===== config.mk =====
export PLATFORM = sky130hd
export DESIGN_NAME = phy_tune_writer
export DESIGN_NICKNAME = d
export VERILOG_FILES = /design/src/rtl/phy_tune_pkg.sv /design/src/rtl/tune_bit_engine.sv /design/src/rtl/tune_init_seq.sv /design/src/rtl/tune_src_arb.sv /design/src/rtl/phy_tune_writer.sv
export SDC_FILE = /design/constraint.sdc
export NUM_CORES = 1
export LEC_CHECK = 0
export ABC_AREA = 0
export CORE_AREA = 3 3 79 81
export CTS_BUF_LIST = sky130_fd_sc_hd__clkbuf_4
export DETAILED_ROUTE_END_ITERATION = 7
export DIE_AREA = 0 0 82 84
export GPL_TIMING_DRIVEN = 0
export PLACE_DENSITY_LB_ADDON = 0.08
export SLEW_MARGIN = 20
export SYNTH_ARGS = -nofsm -noshare
export SYNTH_HDL_FRONTEND = slang
export SYNTH_SLANG_ARGS = --single-unit

===== constraint.sdc =====
create_clock -name clk -period 5.2 [get_ports clk]
set_input_delay 0.52 -clock clk [delete_from_list [all_inputs] [get_ports clk]]
set_output_delay 0.52 -clock clk [all_outputs]
set_load 0.005 [all_outputs]

===== src/rtl/phy_tune_pkg.sv =====
package phy_tune_pkg;
  localparam int CTL_W  = 32;
  localparam int ADDR_W = 8;
  localparam int DATA_W = 8;
  localparam int LEN_W  = 4;
  localparam int PHY_W  = 2;
  localparam int NUM_PHY = 4;
  localparam int AFLD_LSB = 8;
  localparam int DBIT     = 7;

  localparam logic [ADDR_W-1:0] ADR_CAL  = 8'h0c;
  localparam logic [ADDR_W-1:0] ADR_AMP  = 8'h20;
  localparam logic [ADDR_W-1:0] ADR_DISC = 8'h2a;
  localparam logic [ADDR_W-1:0] ADR_SQ   = 8'h3c;
  localparam logic [DATA_W-1:0] VAL_CAL    = 8'h01;
  localparam logic [DATA_W-1:0] VAL_AMP    = 8'h14;
  localparam logic [DATA_W-1:0] VAL_SQ_ON  = 8'h00;
  localparam logic [DATA_W-1:0] VAL_SQ_OFF = 8'h02;
  localparam logic [LEN_W-1:0]  LEN_CAL  = 4'd1;
  localparam logic [LEN_W-1:0]  LEN_AMP  = 4'd5;
  localparam logic [LEN_W-1:0]  LEN_DISC = 4'd2;
  localparam logic [LEN_W-1:0]  LEN_SQ   = 4'd2;

  typedef struct packed {
    logic [ADDR_W-1:0] addr;
    logic [DATA_W-1:0] data;
    logic [LEN_W-1:0]  len;
    logic [PHY_W-1:0]  phy;
  } tune_req_t;

  typedef enum logic [2:0] {
    ST_IDLE, ST_CLR, ST_ADDR, ST_DATA, ST_STRH, ST_STRL
  } eng_state_e;
endpackage


===== src/rtl/tune_bit_engine.sv =====
module tune_bit_engine
  import phy_tune_pkg::*;
#(
  parameter int P_CTL_W  = CTL_W,
  parameter int P_ADDR_W = ADDR_W,
  parameter int P_DATA_W = DATA_W,
  parameter int P_LEN_W  = LEN_W,
  parameter int P_NUM_PHY = NUM_PHY
) (
  input  logic               clk,
  input  logic               rst,
  input  logic               start,
  input  tune_req_t          req,
  input  logic               clear_first,
  output logic               eng_busy,
  output logic               done,
  output logic               ctl_wr,
  output logic [P_CTL_W-1:0] ctl_reg
);
  localparam int STB_W = $clog2(P_CTL_W);
  localparam logic [P_LEN_W-1:0] MAX_LEN = P_LEN_W'(P_DATA_W);

  eng_state_e              state;
  logic [P_CTL_W-1:0]      ctl_q;
  logic                    wr_q, done_q;
  logic [P_ADDR_W-1:0]     base_q, idx_q;
  logic [P_DATA_W-1:0]     data_q;
  logic [P_LEN_W-1:0]      left_q;
  logic [STB_W-1:0]        stb_q;
  logic [P_LEN_W-1:0]      len_clamp;
  logic [P_CTL_W-1:0]      stb_all;

  // mask of every strobe position any PHY may use
  for (genvar g = 0; g < P_CTL_W; g++) begin : g_stb
    assign stb_all[g] = ((g % 2) == 0) && ((g / 2) < P_NUM_PHY);
  end

  assign len_clamp = (req.len > MAX_LEN) ? MAX_LEN : req.len;

  always_ff @(posedge clk) begin
    if (rst) begin
      state  <= ST_IDLE;
      ctl_q  <= '0;
      wr_q   <= 1'b0;
      done_q <= 1'b0;
      base_q <= '0;
      idx_q  <= '0;
      data_q <= '0;
      left_q <= '0;
      stb_q  <= '0;
    end else begin
      wr_q   <= 1'b0;
      done_q <= 1'b0;
      case (state)
        ST_IDLE: begin
          if (start) begin
            if (len_clamp == '0) begin
              done_q <= 1'b1;
            end else begin
              base_q <= req.addr;
              idx_q  <= '0;
              data_q <= req.data;
              left_q <= len_clamp;
              stb_q  <= STB_W'({req.phy, 1'b0});
              state  <= clear_first ? ST_CLR : ST_ADDR;
            end
          end
        end
        ST_CLR: begin
          ctl_q <= '0;
          wr_q  <= 1'b1;
          state <= ST_ADDR;
        end
        ST_ADDR: begin
          ctl_q[AFLD_LSB +: P_ADDR_W] <= base_q + idx_q;
          wr_q  <= 1'b1;
          state <= ST_DATA;
        end
        ST_DATA: begin
          ctl_q[DBIT]  <= data_q[0];
          ctl_q[stb_q] <= 1'b0;
          wr_q  <= 1'b1;
          state <= ST_STRH;
        end
        ST_STRH: begin
          ctl_q[stb_q] <= 1'b1;
          wr_q  <= 1'b1;
          state <= ST_STRL;
        end
        ST_STRL: begin
          ctl_q[stb_q] <= 1'b0;
          wr_q   <= 1'b1;
          data_q <= data_q >> 1;
          idx_q  <= idx_q + 1'b1;
          left_q <= left_q - 1'b1;
          if (left_q == P_LEN_W'(1)) begin
            state  <= ST_IDLE;
            done_q <= 1'b1;
          end else begin
            state <= ST_ADDR;
          end
        end
        default: state <= ST_IDLE;
      endcase
    end
  end

  assign eng_busy = (state != ST_IDLE);
  assign done     = done_q;
  assign ctl_wr   = wr_q;
  assign ctl_reg  = ctl_q;

  assert_one_strobe_R3: assert property (@(posedge clk) disable iff (rst)
    $countones(ctl_q & stb_all) <= 1);
  assert_strobe_falls_R3: assert property (@(posedge clk) disable iff (rst)
    (state == ST_STRL) |=> (ctl_q[stb_q] == 1'b0 && wr_q));
  assert_strobe_high_R3: assert property (@(posedge clk) disable iff (rst)
    (state == ST_STRH) |=> (ctl_q[stb_q] == 1'b1));
  assert_addr_field_R1: assert property (@(posedge clk) disable iff (rst)
    (state == ST_DATA) |-> (ctl_q[AFLD_LSB +: P_ADDR_W] == base_q + idx_q));
  assert_clear_zero_R4: assert property (@(posedge clk) disable iff (rst)
    (state == ST_CLR) |=> (ctl_q == '0));
  assert_no_start_busy_R6: assert property (@(posedge clk) disable iff (rst)
    start |-> (state == ST_IDLE));
  assert_len_zero_R7: assert property (@(posedge clk) disable iff (rst)
    (start && len_clamp == '0) |=> (done_q && !wr_q && state == ST_IDLE));
endmodule


===== src/rtl/tune_init_seq.sv =====
module tune_init_seq
  import phy_tune_pkg::*;
#(
  parameter int P_PHY_W  = PHY_W,
  parameter int P_DATA_W = DATA_W
) (
  input  logic               clk,
  input  logic               rst,
  input  logic               go,
  input  logic [P_PHY_W-1:0] phy,
  input  logic [1:0]         thresh,
  input  logic               eng_busy,
  input  logic               eng_done,
  output logic               active,
  output logic               issue,
  output tune_req_t          req
);
  logic               active_q, wait_q;
  logic [1:0]         step_q;
  logic [P_PHY_W-1:0] phy_q;
  logic [1:0]         thr_q;

  assign issue  = active_q && !wait_q && !eng_busy;
  assign active = active_q;

  always_comb begin
    req.phy = phy_q;
    case (step_q)
      2'd0: begin req.addr = ADR_CAL; req.data = VAL_CAL; req.len = LEN_CAL; end
      2'd1: begin req.addr = ADR_AMP; req.data = VAL_AMP; req.len = LEN_AMP; end
      default: begin
        req.addr = ADR_DISC;
        req.data = {{(P_DATA_W-2){1'b0}}, thr_q};
        req.len  = LEN_DISC;
      end
    endcase
  end

  always_ff @(posedge clk) begin
    if (rst) begin
      active_q <= 1'b0;
      wait_q   <= 1'b0;
      step_q   <= 2'd0;
      phy_q    <= '0;
      thr_q    <= 2'd0;
    end else if (go) begin
      active_q <= 1'b1;
      wait_q   <= 1'b0;
      step_q   <= (phy == '0) ? 2'd0 : 2'd1;
      phy_q    <= phy;
      thr_q    <= thresh;
    end else if (active_q) begin
      if (issue) wait_q <= 1'b1;
      if (eng_done && wait_q) begin
        wait_q <= 1'b0;
        if (step_q == 2'd2) active_q <= 1'b0;
        else step_q <= step_q + 2'd1;
      end
    end
  end

  assert_cal_phy0_R9: assert property (@(posedge clk) disable iff (rst)
    (issue && step_q == 2'd0) |-> (phy_q == '0));
  assert_seq_holds_R9: assert property (@(posedge clk) disable iff (rst)
    (active_q && wait_q) |-> (eng_busy || eng_done));
endmodule


===== src/rtl/tune_src_arb.sv =====
module tune_src_arb
  import phy_tune_pkg::*;
#(
  parameter int P_PHY_W  = PHY_W,
  parameter int P_ADDR_W = ADDR_W,
  parameter int P_DATA_W = DATA_W,
  parameter int P_LEN_W  = LEN_W
) (
  input  logic                clk,
  input  logic                rst,
  input  logic                busy,
  input  logic                init_req,
  input  logic                sq_req,
  input  logic                sq_on,
  input  logic                wr_req,
  input  logic [P_PHY_W-1:0]  phy_sel,
  input  logic [P_ADDR_W-1:0] wr_addr,
  input  logic [P_DATA_W-1:0] wr_data,
  input  logic [P_LEN_W-1:0]  wr_len,
  input  logic                seq_issue,
  input  tune_req_t           seq_req,
  output logic                init_go,
  output logic                eng_start,
  output tune_req_t           eng_req
);
  logic g_sq, g_wr;
  tune_req_t sq_pkt, wr_pkt;

  assign init_go = !busy && init_req;
  assign g_sq    = !busy && !init_req && sq_req;
  assign g_wr    = !busy && !init_req && !sq_req && wr_req;
  assign eng_start = seq_issue || g_sq || g_wr;

  assign sq_pkt = '{addr: ADR_SQ, data: (sq_on ? VAL_SQ_ON : VAL_SQ_OFF),
                    len: LEN_SQ, phy: phy_sel};
  assign wr_pkt = '{addr: wr_addr, data: wr_data, len: wr_len, phy: phy_sel};

  always_comb begin
    if (seq_issue)  eng_req = seq_req;
    else if (g_sq)  eng_req = sq_pkt;
    else            eng_req = wr_pkt;
  end

  assert_one_source_R11: assert property (@(posedge clk) disable iff (rst)
    $onehot0({seq_issue, init_go, g_sq, g_wr}));
  assert_refuse_busy_R6: assert property (@(posedge clk) disable iff (rst)
    busy |-> !(init_go || g_sq || g_wr));
endmodule


===== src/rtl/phy_tune_writer.sv =====
module phy_tune_writer
  import phy_tune_pkg::*;
(
  input  logic              clk,
  input  logic              rst,
  input  logic              cfg_clear_first,
  input  logic [1:0]        cfg_disc_thresh,
  input  logic [PHY_W-1:0]  phy_sel,
  input  logic              wr_req,
  input  logic [ADDR_W-1:0] wr_addr,
  input  logic [DATA_W-1:0] wr_data,
  input  logic [LEN_W-1:0]  wr_len,
  input  logic              init_req,
  input  logic              sq_req,
  input  logic              sq_on,
  output logic              busy,
  output logic              done,
  output logic              ctl_wr,
  output logic [CTL_W-1:0]  ctl_reg
);
  logic      eng_busy, eng_done, seq_active, seq_issue, init_go, eng_start;
  tune_req_t seq_req, eng_req;

  assign busy = eng_busy || seq_active;
  assign done = eng_done;

  tune_src_arb u_arb (
    .clk(clk), .rst(rst), .busy(busy),
    .init_req(init_req), .sq_req(sq_req), .sq_on(sq_on), .wr_req(wr_req),
    .phy_sel(phy_sel), .wr_addr(wr_addr), .wr_data(wr_data), .wr_len(wr_len),
    .seq_issue(seq_issue), .seq_req(seq_req),
    .init_go(init_go), .eng_start(eng_start), .eng_req(eng_req)
  );

  tune_init_seq u_seq (
    .clk(clk), .rst(rst), .go(init_go), .phy(phy_sel),
    .thresh(cfg_disc_thresh), .eng_busy(eng_busy), .eng_done(eng_done),
    .active(seq_active), .issue(seq_issue), .req(seq_req)
  );

  tune_bit_engine u_eng (
    .clk(clk), .rst(rst), .start(eng_start), .req(eng_req),
    .clear_first(cfg_clear_first), .eng_busy(eng_busy), .done(eng_done),
    .ctl_wr(ctl_wr), .ctl_reg(ctl_reg)
  );

  assert_done_ends_busy_R5: assert property (@(posedge clk) disable iff (rst)
    (done && !seq_active) |-> !busy);
  assert_write_when_busy_R6: assert property (@(posedge clk) disable iff (rst)
    (ctl_wr && !done) |-> eng_busy);
endmodule


==> results.toml <==
[run_status]
status = "finished, final reports clean"

[clock_tree]
htree_levels = 2
cts_made_buffers = 5
clk_latency_ps = 390
cts_resized = 0
cts_hold_buf = 0
cts_sinks = 56
clkTransAtPathRegs_ps = 160
cts_root_buf = "clkbuf_4"
cts_tree = "yes"
post-cts-setup-buffers = 0
cts_buffer_depth = 2

[power_and_ir_drop]
p_per_area_nw_per_um2 = 296
vdd_ir_drop_max_mv = 0.181
leakagePower_nw = 1.51
power.total_w = 0.00113

[placement]
dp_hpwl_um = 5890
io_buffers = 46
place_ws_ps = 2480
gp_congestion = 0.899

[worst_setup_path]
critPathLaunchType = "flip-flop"
critPathBufInv = 3
cp_num_cells = 5
critPathMaxStageDelay_ps = 440
r2r_start = "u_eng.state[2]$_SDFFE_PP0P_"
r2r_slack_ps = 2830
critPathSlowestCell = "clkdlybuf4s50_1"
crit_path_end = "busy"
cp_max_fo = 7
worstSetupPathType = "reg2out"
cp.arrival_ps = 1990
r2r-end = "u_eng.left_q[0]$_SDFFE_PP0P_"
ff2ff_path_depth = 7
required_ps = 4680
crit_start = "u_eng.state[0]$_SDFFE_PP0P_"
crit_path_end_kind = "primary output"
path_delay_family = "buffers and inverters"
critical_path.cell_chain = "or3_1 > buf_2 > nor2_1 > inv_1 > clkdlybuf4s50_1"

[layout]
largest_reg_flops = 13
fill_cells = 497
final_util = 0.687
layout_common_cells = "56 x dfxtp_1, 50 x nand2_1, 46 x clkdlybuf4s50_1"
drive_gt1_frac = 0.0768
num_antenna_cells = 0
layout_commonest_cell = "dfxtp_1"
area_delta_synth_final_pct = 21.7
final_nets = 515

[grt]
grt_pass1_vias = 2718
antenna_found_initial = 0
grt_pass1_wl_um = 12700
grt_max_degree = 17
grtUsageTotal = 0.233
gr-total-overflow = 0

[run]
drv_cap = 0

[floorplanning]
rows = 27
die_x_um = 82
coreArea_sq_um = 5540
start_util = 0.564
io-pin-count = 66
die_area_sq_um = 6890
die_h_um = 84

[synth]
yosysWarnings = 0
synthMuxAreaShare = 0.00961
yosys.area.top_type = "dfxtp_1"
synth.avg_cell_area_sq_um = 7.87
ys_seq_elements = 56
syn_inst = 397
synth_top_area_share = 0.359
synth-xor-area-share = 0.0196
synth_compound_gate_area_share = 0.221
synthArstFlopShare = 0
synth_cell_types = 54
synth_area_leaders = "dfxtp_1 36%, a21oi_1 6.7%, ha_1 6.0%"
synth_seq_area_share = 0.359
ys.flop_type = "dfxtp_1"
syn_area_sq_um = 3130
synth_top_family_by_area = "compound AO/OA/AOI/OAI gates"
synth_simple_gate_area_share = 0.219
synth_edf_count = 0
synth_adder_area_share = 0.0761

[timing]
hold_viol = 0
finClkSkew_ps = 19.7
setup_ws_ps = 2690
period_share = 0.482
final_max_slew_viol_count = 0
rsz0062_at_grt = "no"
period_needed_ps = 2510
setup_tns_ps = 0
fmax_mhz = 399
tightestPinTransition_ps = 695
holdWs_ps = 468
finalSetupViolCount = 0
relSlewSlack = 0.533

[route]
wl_per_cell_um = 14.3
dr_total_vias = 3038
drcViolationCount = 0
first_pass_iters = 4
drt_iter0_drc = 169
finalWirelength_um = 7740
antenna_left = 0
vias_per_cell = 5.62

[worst_hold_path]
hold_path_class = "reg2reg"
-- Yosys cell counts (6+ instances only) --
master     n
dfxtp_1   56
nand2_1   50
a21oi_1   42
nor2_1    41
buf_4     19
clkbuf_1  17
nand3_1   17
ha_1      15
inv_1     14
o21ai_0   13
a311oi_1  10
nor3_1    10
nand2b_1   6
-- stage by stage --
stage	instance area, sq um	instances
after floorplan	3190	415
after global placement	3740	533
after detailed placement	3740	533
after CTS	3800	541
after global routing	3800	541
final	3800	541
-- power breakdown --
part,switching [W],leakage [nW],internal [W]
logic,0.000237,1.02,0.000166
clock network,0.000139,0.0363,0.0000651
registers,0.0000378,0.456,0.000482
total,0.000414,1.51,0.000713
-- tightest hold or removal path, cell delays in order, from the launching register on --
cell,delay (ps)
dfxtp_1,330
nand2_1,50
a21oi_1,50
-- final cells by class --
cell class / count / area (sq um) / share of cell area
Sequential cell: 56 / 1120 / 0.295
Multi-Input combinational cell: 302 / 1770 / 0.466
Timing Repair Buffer: 46 / 460 / 0.121
Clock inverter: 1 / 8.76 / 0.00230
Tap cell: 72 / 90.1 / 0.0237
Clock buffer: 7 / 52.6 / 0.0138
Inverter: 14 / 52.6 / 0.0138
Buffer: 43 / 245 / 0.0645
-- cells by family after synthesis --
group                      Yosys count
AOI/OAI and AO/OA                  106
xor gates and xnor gates             7
adders and majority gates           19
buffers and inverters               57
DFF                                 56
muxes                                3
other                                1
and+or+nand+nor                    148
-- layer usage --
layer	part of all wire	global-route usage
met4	0.022	0.0740
met2	0.46	0.375
met5	0	0
met3	0.078	0.0410
met1	0.44	0.312
-- worst min path at each step --
stage	from	endpoint	cells past startpoint
2_1_floorplan	u_eng.base_q[4]$_SDFFE_PP0P_	u_eng.base_q[4]$_SDFFE_PP0P_	2
3_3_place_gp	u_eng.ctl_reg[15]$_SDFFE_PP0P_	u_eng.ctl_reg[15]$_SDFFE_PP0P_	2
3_5_place_dp	u_seq.thr_q[0]$_SDFFE_PP0P_	u_seq.thr_q[0]$_SDFFE_PP0P_	2
4_1_cts	u_seq.thr_q[0]$_SDFFE_PP0P_	u_seq.thr_q[0]$_SDFFE_PP0P_	2
5_1_grt	u_eng.ctl_reg[13]$_SDFFE_PP0P_	u_eng.ctl_reg[13]$_SDFFE_PP0P_	2
6_report	u_seq.thr_q[0]$_SDFFE_PP0P_	u_seq.thr_q[0]$_SDFFE_PP0P_	2
Note: power is estimated with default switching activity, not from simulation.
